==> config.mk <==
export PLATFORM = sky130hd
export DESIGN_NAME = voxel_plane_transposer
export DESIGN_NICKNAME = d
export VERILOG_FILES = /design/src/rtl/vxt_pkg.sv /design/src/rtl/vxt_wr_ctrl.sv /design/src/rtl/vxt_rd_ctrl.sv /design/src/rtl/vxt_bank.sv /design/src/rtl/voxel_plane_transposer.sv
export SDC_FILE = /design/constraint.sdc
export NUM_CORES = 1
export LEC_CHECK = 0
export BUFFER_PORTS_ARGS = -buffer_cell sky130_fd_sc_hd__buf_2
export CAP_MARGIN = 20
export CORE_ASPECT_RATIO = 1.75
export CORE_MARGIN = 1
export CORE_UTILIZATION = 62
export DETAILED_ROUTE_END_ITERATION = 16
export GPL_ROUTABILITY_DRIVEN = 0
export GPL_TIMING_DRIVEN = 0
export PLACE_DENSITY = 0.79
export SYNTH_ARGS = -nofsm -noshare
export SYNTH_HDL_FRONTEND = slang
export SYNTH_SLANG_ARGS = --single-unit
==> constraint.sdc <==
create_clock -name clk -period 4.3 [get_ports clk]
set_clock_uncertainty 0.05 [all_clocks]
set_input_delay 0 -clock clk [delete_from_list [all_inputs] [get_ports clk]]
set_output_delay 0 -clock clk [all_outputs]
set_load 0.005 [all_outputs]
==> src/rtl/vxt_pkg.sv <==
// Package: shared constants for the voxel bit-plane transposer.
// Assumes: three colour channels per voxel, packed red, green, blue from bit 0 up.
package vxt_pkg;
    localparam int unsigned VXT_LEDS   = 16;
    localparam int unsigned VXT_DEPTH  = 9;
    localparam int unsigned VXT_COLORS = 3;
    localparam int unsigned VXT_BANKS  = 2;
endpackage

==> src/rtl/vxt_wr_ctrl.sv <==
// Module: vxt_wr_ctrl
// Tracks which group buffer is filling and which LED slot takes the next voxel.
// Assumes: in_fire is asserted only when the selected buffer is free.
module vxt_wr_ctrl #(
    parameter int unsigned LEDS  = vxt_pkg::VXT_LEDS,
    localparam int unsigned IDX_W = $clog2(LEDS)
) (
    input  logic             clk,
    input  logic             rst_n,
    input  logic             in_fire,
    output logic             wr_sel,
    output logic [IDX_W-1:0] wr_idx,
    output logic             wr_last
);
    // Flags the slot that completes a group.
    always_comb wr_last = (wr_idx == IDX_W'(LEDS - 1));

    // Advances the slot on each accepted voxel and swaps buffers at group end.
    always_ff @(posedge clk) begin
        if (!rst_n) begin
            wr_idx <= '0;
            wr_sel <= 1'b0;
        end else if (in_fire) begin
            if (wr_last) begin
                wr_idx <= '0;
                wr_sel <= ~wr_sel;
            end else begin
                wr_idx <= wr_idx + 1'b1;
            end
        end
    end

    // A slot only moves when a voxel is taken.
    p_slot_hold_r2: assert property (@(posedge clk) disable iff (!rst_n)
        !in_fire |=> $stable(wr_idx) && $stable(wr_sel));
endmodule

==> src/rtl/vxt_rd_ctrl.sv <==
// Module: vxt_rd_ctrl
// Tracks which group buffer is draining and which bit plane is presented next.
// Assumes: out_fire is asserted only while the selected buffer holds a full group.
module vxt_rd_ctrl #(
    parameter int unsigned DEPTH = vxt_pkg::VXT_DEPTH,
    localparam int unsigned PL_W  = $clog2(DEPTH)
) (
    input  logic            clk,
    input  logic            rst_n,
    input  logic            out_fire,
    output logic            rd_sel,
    output logic [PL_W-1:0] plane_idx,
    output logic            rd_last
);
    // Flags the least significant plane, which ends a group.
    always_comb rd_last = (plane_idx == '0);

    // Counts planes down from the top bit and swaps buffers after plane zero.
    always_ff @(posedge clk) begin
        if (!rst_n) begin
            plane_idx <= PL_W'(DEPTH - 1);
            rd_sel    <= 1'b0;
        end else if (out_fire) begin
            if (rd_last) begin
                plane_idx <= PL_W'(DEPTH - 1);
                rd_sel    <= ~rd_sel;
            end else begin
                plane_idx <= plane_idx - 1'b1;
            end
        end
    end

    // The plane counter never leaves the channel's bit range.
    p_plane_range_r5: assert property (@(posedge clk) disable iff (!rst_n)
        plane_idx <= PL_W'(DEPTH - 1));

    // The counter moves only when a word is taken.
    p_plane_hold_r6: assert property (@(posedge clk) disable iff (!rst_n)
        !out_fire |=> $stable(plane_idx) && $stable(rd_sel));
endmodule

==> src/rtl/vxt_bank.sv <==
// Module: vxt_bank
// Holds one group of voxels and presents one bit plane of it as a transposed word.
// Assumes: voxel word packs colour c at bits [c*DEPTH +: DEPTH]; no reset on data.
module vxt_bank #(
    parameter int unsigned LEDS   = vxt_pkg::VXT_LEDS,
    parameter int unsigned DEPTH  = vxt_pkg::VXT_DEPTH,
    parameter int unsigned COLORS = vxt_pkg::VXT_COLORS,
    localparam int unsigned IDX_W  = $clog2(LEDS),
    localparam int unsigned PL_W   = $clog2(DEPTH),
    localparam int unsigned VOX_W  = COLORS * DEPTH,
    localparam int unsigned WORD_W = LEDS * COLORS
) (
    input  logic              clk,
    input  logic              we,
    input  logic [IDX_W-1:0]  wr_idx,
    input  logic [VOX_W-1:0]  wr_voxel,
    input  logic [PL_W-1:0]   plane_idx,
    output logic [WORD_W-1:0] plane
);
    logic [VOX_W-1:0] mem [LEDS];

    // Stores an accepted voxel into its LED slot.
    always_ff @(posedge clk) begin
        if (we) mem[wr_idx] <= wr_voxel;
    end

    // Gathers the selected bit of every channel of every LED into one word.
    for (genvar led = 0; led < LEDS; led++) begin : g_led
        for (genvar c = 0; c < COLORS; c++) begin : g_col
            logic [DEPTH-1:0] chan;
            always_comb chan = mem[led][c*DEPTH +: DEPTH];
            always_comb plane[led*COLORS + c] = chan[plane_idx];
        end
    end
endmodule

==> src/rtl/voxel_plane_transposer.sv <==
// Module: voxel_plane_transposer
// Collects groups of LEDS voxels into two alternating buffers and emits each
// group as DEPTH bit-plane words, top bit first.
// Assumes: synchronous active-low reset; consumer follows valid/ready rules.
module voxel_plane_transposer #(
    parameter int unsigned LEDS  = vxt_pkg::VXT_LEDS,
    parameter int unsigned DEPTH = vxt_pkg::VXT_DEPTH,
    localparam int unsigned COLORS = vxt_pkg::VXT_COLORS,
    localparam int unsigned BANKS  = vxt_pkg::VXT_BANKS,
    localparam int unsigned IDX_W  = $clog2(LEDS),
    localparam int unsigned PL_W   = $clog2(DEPTH),
    localparam int unsigned VOX_W  = COLORS * DEPTH,
    localparam int unsigned WORD_W = LEDS * COLORS
) (
    input  logic              clk,
    input  logic              rst_n,
    input  logic              in_valid,
    output logic              in_ready,
    input  logic [DEPTH-1:0]  in_red,
    input  logic [DEPTH-1:0]  in_green,
    input  logic [DEPTH-1:0]  in_blue,
    output logic              out_valid,
    input  logic              out_ready,
    output logic [WORD_W-1:0] out_plane
);
    logic              wr_sel, rd_sel, wr_last, rd_last;
    logic [IDX_W-1:0]  wr_idx;
    logic [PL_W-1:0]   plane_idx;
    logic [BANKS-1:0]  buf_full;
    logic              in_fire, out_fire;
    logic [VOX_W-1:0]  voxel;
    logic [WORD_W-1:0] bank_plane [BANKS];

    // Handshake decode and voxel packing, red in the low channel.
    always_comb begin
        in_ready  = !buf_full[wr_sel];
        out_valid = buf_full[rd_sel];
        in_fire   = in_valid && in_ready;
        out_fire  = out_valid && out_ready;
        voxel     = {in_blue, in_green, in_red};
        out_plane = bank_plane[rd_sel];
    end

    vxt_wr_ctrl #(.LEDS(LEDS)) u_wr (
        .clk(clk), .rst_n(rst_n), .in_fire(in_fire),
        .wr_sel(wr_sel), .wr_idx(wr_idx), .wr_last(wr_last)
    );

    vxt_rd_ctrl #(.DEPTH(DEPTH)) u_rd (
        .clk(clk), .rst_n(rst_n), .out_fire(out_fire),
        .rd_sel(rd_sel), .plane_idx(plane_idx), .rd_last(rd_last)
    );

    for (genvar g = 0; g < BANKS; g++) begin : g_bank
        vxt_bank #(.LEDS(LEDS), .DEPTH(DEPTH), .COLORS(COLORS)) u_bank (
            .clk(clk),
            .we(in_fire && (wr_sel == 1'(g))),
            .wr_idx(wr_idx),
            .wr_voxel(voxel),
            .plane_idx(plane_idx),
            .plane(bank_plane[g])
        );
    end

    // Marks a buffer full when its last voxel lands and empty after plane zero.
    always_ff @(posedge clk) begin
        if (!rst_n) begin
            buf_full <= '0;
        end else begin
            if (in_fire && wr_last) buf_full[wr_sel] <= 1'b1;
            if (out_fire && rd_last) buf_full[rd_sel] <= 1'b0;
        end
    end

    // Fresh out of reset, nothing is offered and input is open.
    p_reset_empty_r1: assert property (@(posedge clk) disable iff (!rst_n)
        $rose(rst_n) |-> !out_valid && in_ready);

    // A completed group's buffer is flagged full on the next cycle.
    p_group_fill_r3: assert property (@(posedge clk) disable iff (!rst_n)
        in_fire && wr_last |=> buf_full[$past(wr_sel)]);

    // A stalled word stays valid and unchanged.
    p_hold_word_r6: assert property (@(posedge clk) disable iff (!rst_n)
        out_valid && !out_ready |=> out_valid && $stable(out_plane));

    // Input stalls only with both buffers occupied.
    p_no_overflow_r7: assert property (@(posedge clk) disable iff (!rst_n)
        !in_ready |-> (buf_full == '1));

    // Taking plane zero frees the drained buffer.
    p_release_r8: assert property (@(posedge clk) disable iff (!rst_n)
        out_fire && rd_last |=> !buf_full[$past(rd_sel)]);
endmodule

==> run_results.csv <==
group,metric,value,unit
run_status,run_status,"finished, final reports clean",
setup_path,timing.critical_path.max_delay_family,"buffers and inverters",
clocking,cts-resized-gates,0,
logic_synthesis,synth_top_cell_area_share,76.5,%
global_route,antenna_violations_before_repair,0,
timing,post-route-min-period,3.77,ns
global_route,grt_overflow,0,
final_layout,drive_above_1_share,19.0,%
setup_path,cp_max_fo,10,
timing,setup_repair_after_global_routing_missed_its_margin,"no",
global_route,grt_first_pass_wirelength,125000,um
pwr,cellLeakagePower,0.0119,uW
final_layout,design.final.nets,2010,
place,detailedPlacementHpwl,51000,um
logic_synthesis,synth.area.top_cells,"sky130_fd_sc_hd__edfxtp_1 (77%), sky130_fd_sc_hd__mux4_2 (6.4%), sky130_fd_sc_hd__mux2i_1 (5.7%)",
route,route.detailed.drc,0,
logic_synthesis,yosysUniqueCellTypes,42,
clocking,clock-sinks,876,
min_path,worstHoldPathType,"input port to flop",
global_route,first_global_vias,19500,
timing,timing.max_slew.rel_slack,23.2,%
timing,slew_viol_final,0,
clocking,clock_tree.htree_level_count,3,
logic_synthesis,synth_enable_flop_cells,864,
pwr,vdd_drop_max,0.336,mV
timing,setup_viol_count_final,0,
floorplan,placementRows,113,
setup_path,worst-r2r-setup-slack,1.61,ns
floorplan,die_height,311,um
clocking,cts_root_buffer,"sky130_fd_sc_hd__clkbuf_16",
clocking,cts_setup_buffers,0,
final_layout,finalNonFillerCells,2719,
setup_path,worstPathCellList,"buf_4 > nand3b_1 > clkbuf_1 > clkbuf_1 > o22ai_1 > o22ai_1 > a211oi_1 > buf_2",
clocking,cts_tree,"yes",
floorplan,start_util,62.6,%
min_path,holdCritStartpoint,"in_green[1]",
setup_path,critical_path.startpoint,"u_rd.plane_idx[0]",
clocking,clk_pin_slew_worst_paths,0.07,ns
route,average_wire_per_cell_in_the_routed_design,32.2,um
pwr,power_frac_comb,2.0,%
setup_path,timing.critical_path.to_type,"output port",
clocking,cts-hold-fix-buffers,8,
pwr,pwr_density_cell,423,nW/um^2
clocking,clockBufferDepth,3,
logic_synthesis,seq_area_frac_synth,77.2,%
timing,post-route-worst-setup-slack,0.532,ns
place,port_buffers,80,
floorplan,full_die_area,55700,sq um
flow_run,max_cap_violations,0,
timing,max_freq,265,MHz
setup_path,cp_num_buf_inv,4,
logic_synthesis,postSynthRegisterBits,876,
setup_path,timing.rr.start,"u_wr.wr_idx[2]",
global_route,grtUsageTotal,32.4,%
clocking,worstSkewPairLatency,0.63,ns
logic_synthesis,synth_top_area_cell,"sky130_fd_sc_hd__edfxtp_1",
setup_path,worstSetupStartpointType,"flop",
pwr,switching_fraction,19.8,%
floorplan,core,54200,sq um
clocking,cts_buffers,72,
logic_synthesis,synth_nets,1817,
setup_path,required,4.25,ns
route,dr.first_iter.drc_count,2477,
place,dpl.cell_count,2576,
timing,timing.final.hold_violations,0,
pwr,sequentialPowerShare,58.4,%
logic_synthesis,avgSynthCellArea,19.0,sq um
final_layout,area_delta_synth_final,12.7,%
final_layout,n_antenna_cell,0,
route,wirelength,87600,um
logic_synthesis,post_synth_inst_count,1782,
timing,worst_pin_slew,1.15,ns
global_route,grt_max_degree,33,
pwr,net-switching-power,3200,uW
route,drt.antenna.violating_nets,0,
setup_path,setup.worst_path.class,"flop to output port",
logic_synthesis,synth_async_reset_ratio,0,%
floorplan,die_w,179,um
route,detailedRoute.firstPassIterationCount,5,
pwr,power_report.internal_total,13000,uW
timing,fin_crit_sh,87.6,%
pwr,clock_power_share,39.6,%
place,pre_cts_ws,1.30,ns
route,vias_per_cell,7.00,
logic_synthesis,post_synth_instance_area,33900,sq um
setup_path,cp.arrival,3.72,ns
setup_path,delay_of_the_slowest_cell_on_the_worst_path,0.64,ns
logic_synthesis,ys.flop_type,"sky130_fd_sc_hd__edfxtp_1",
setup_path,crit_slowest_cell,"sky130_fd_sc_hd__o22ai_1",
route,detailroute.via_count,19000,
logic_synthesis,ys.warnings.count,0,
floorplan,ios,81,
## synthesized netlist by cell type (all sizes together) (13+ instances only)
| cell type | n |
|---|---|
| edfxtp | 864 |
| mux2i | 193 |
| o22ai | 108 |
| mux4 | 96 |
| nor3 | 77 |
| buf | 53 |
| clkbuf | 43 |
| inv | 42 |
| o21ai | 38 |
| a211oi | 37 |
| a21o | 36 |
| nand2 | 34 |
| o22a | 24 |
| nor2 | 19 |
| and2 | 17 |
| a21oi | 15 |
| a21boi | 13 |
## metrics by stage
stage	setup TNS [ns]	utilization (%)	hold slack, ns	power [uW]	cell area, sq um
floorplan	0	-	0.0218	9680	33900
global placement	-12.40	64.9	0.205	9920	35200
detailed placement	0	66.0	0.214	9940	35700
finish	0	70.6	0.00954	16200	38200
CTS	0	70.3	0.000299	16200	38000
global route	0	70.6	0.00442	16500	38200
## worst register-to-register path, cell delays in order, from the launching register on
cell and delay [ns]:
sky130_fd_sc_hd__dfxtp_1 0.34, sky130_fd_sc_hd__clkbuf_1 0.45, sky130_fd_sc_hd__nand2b_1 0.37, sky130_fd_sc_hd__nor2_1 0.31, sky130_fd_sc_hd__and2_1 0.61, sky130_fd_sc_hd__buf_16 0.24
## cell families (layout without fill, tap and decap cells)
family / Yosys count / after routing / synth area share [%]
DFF: 876 / 876 / 77.2
AOI/OAI and AO/OA: 297 / 297 / 5.98
muxes: 290 / 290 / 12.1
and+or+nand+nor: 173 / 173 / 2.59
buffers and inverters: 138 / 385 / 1.83
adders and majority gates: 4 / 4 / 0.148
xor gates and xnor gates: 4 / 4 / 0.103
## worst paths after layout
path	end	cells after the start
worst max-delay path	out_plane[4]	8
worst min-delay path	g_bank[1].u_bank.mem[10][10]	1
worst max register to register	g_bank[1].u_bank.mem[6][3]	5
worst min register to register	u_wr.wr_idx[1]	2
## sequential cells by signal, summed over array words and instances, names as in the netlist
name               flops
g_bank.u_bank.mem    864
u_rd.plane_idx         4
u_wr.wr_idx            4
buf_full               2
u_rd.rd_sel            1
u_wr.wr_sel            1
## cell usage in the layout (no fill, tap or decap), types with 9 or more instances in the layout
cell type,instances
sky130_fd_sc_hd__clkinv_2,16
sky130_fd_sc_hd__nand2_1,34
sky130_fd_sc_hd__clkbuf_1,55
sky130_fd_sc_hd__a32oi_1,12
sky130_fd_sc_hd__dfxtp_1,12
sky130_fd_sc_hd__and2_1,17
sky130_fd_sc_hd__a31o_2,12
sky130_fd_sc_hd__clkinv_1,16
sky130_fd_sc_hd__inv_1,42
sky130_fd_sc_hd__a21boi_0,13
sky130_fd_sc_hd__clkbuf_16,75
sky130_fd_sc_hd__buf_2,113
sky130_fd_sc_hd__o21ai_0,9
sky130_fd_sc_hd__o22a_1,24
sky130_fd_sc_hd__edfxtp_1,864
sky130_fd_sc_hd__o22ai_1,108
sky130_fd_sc_hd__a21oi_1,15
sky130_fd_sc_hd__mux4_2,96
sky130_fd_sc_hd__a21o_1,36
sky130_fd_sc_hd__buf_16,16
sky130_fd_sc_hd__nor3_1,73
sky130_fd_sc_hd__mux2i_1,193
sky130_fd_sc_hd__o21ai_1,29
sky130_fd_sc_hd__a211oi_1,37
sky130_fd_sc_hd__buf_6,11
## layer usage
layer / global-route usage, % / up-vias / share of wire (%)
met5: 0 / - / 0
met4: 20.0 / 0 / 6.3
met3: 4.53 / 337 / 9.4
met2: 54.9 / 1402 / 52
met1: 38.9 / 9617 / 33
li1: - / 7668 / -
## power groups by stage
stage	Sequential [uW]	Combinational [uW]	Clock [uW]
5_1_grt	9440	330	6700
3_5_place_dp	9630	316	0
3_3_place_gp	9630	288	0
2_1_floorplan	9630	56.1	0
6_report	9440	330	6400
4_1_cts	9440	321	6400
## area by class of cell
class | instances | area, sq um
sequential | 876 | 26200
fill | 3154 | 15900
multi-input combinational | 768 | 7180
clock buffer | 87 | 1920
timing repair buffer | 119 | 1120
tap | 690 | 863
buffer | 96 | 462
clock inverter | 41 | 324
inverter | 42 | 158
No activity file was read; power rests on OpenSTA's default activity.
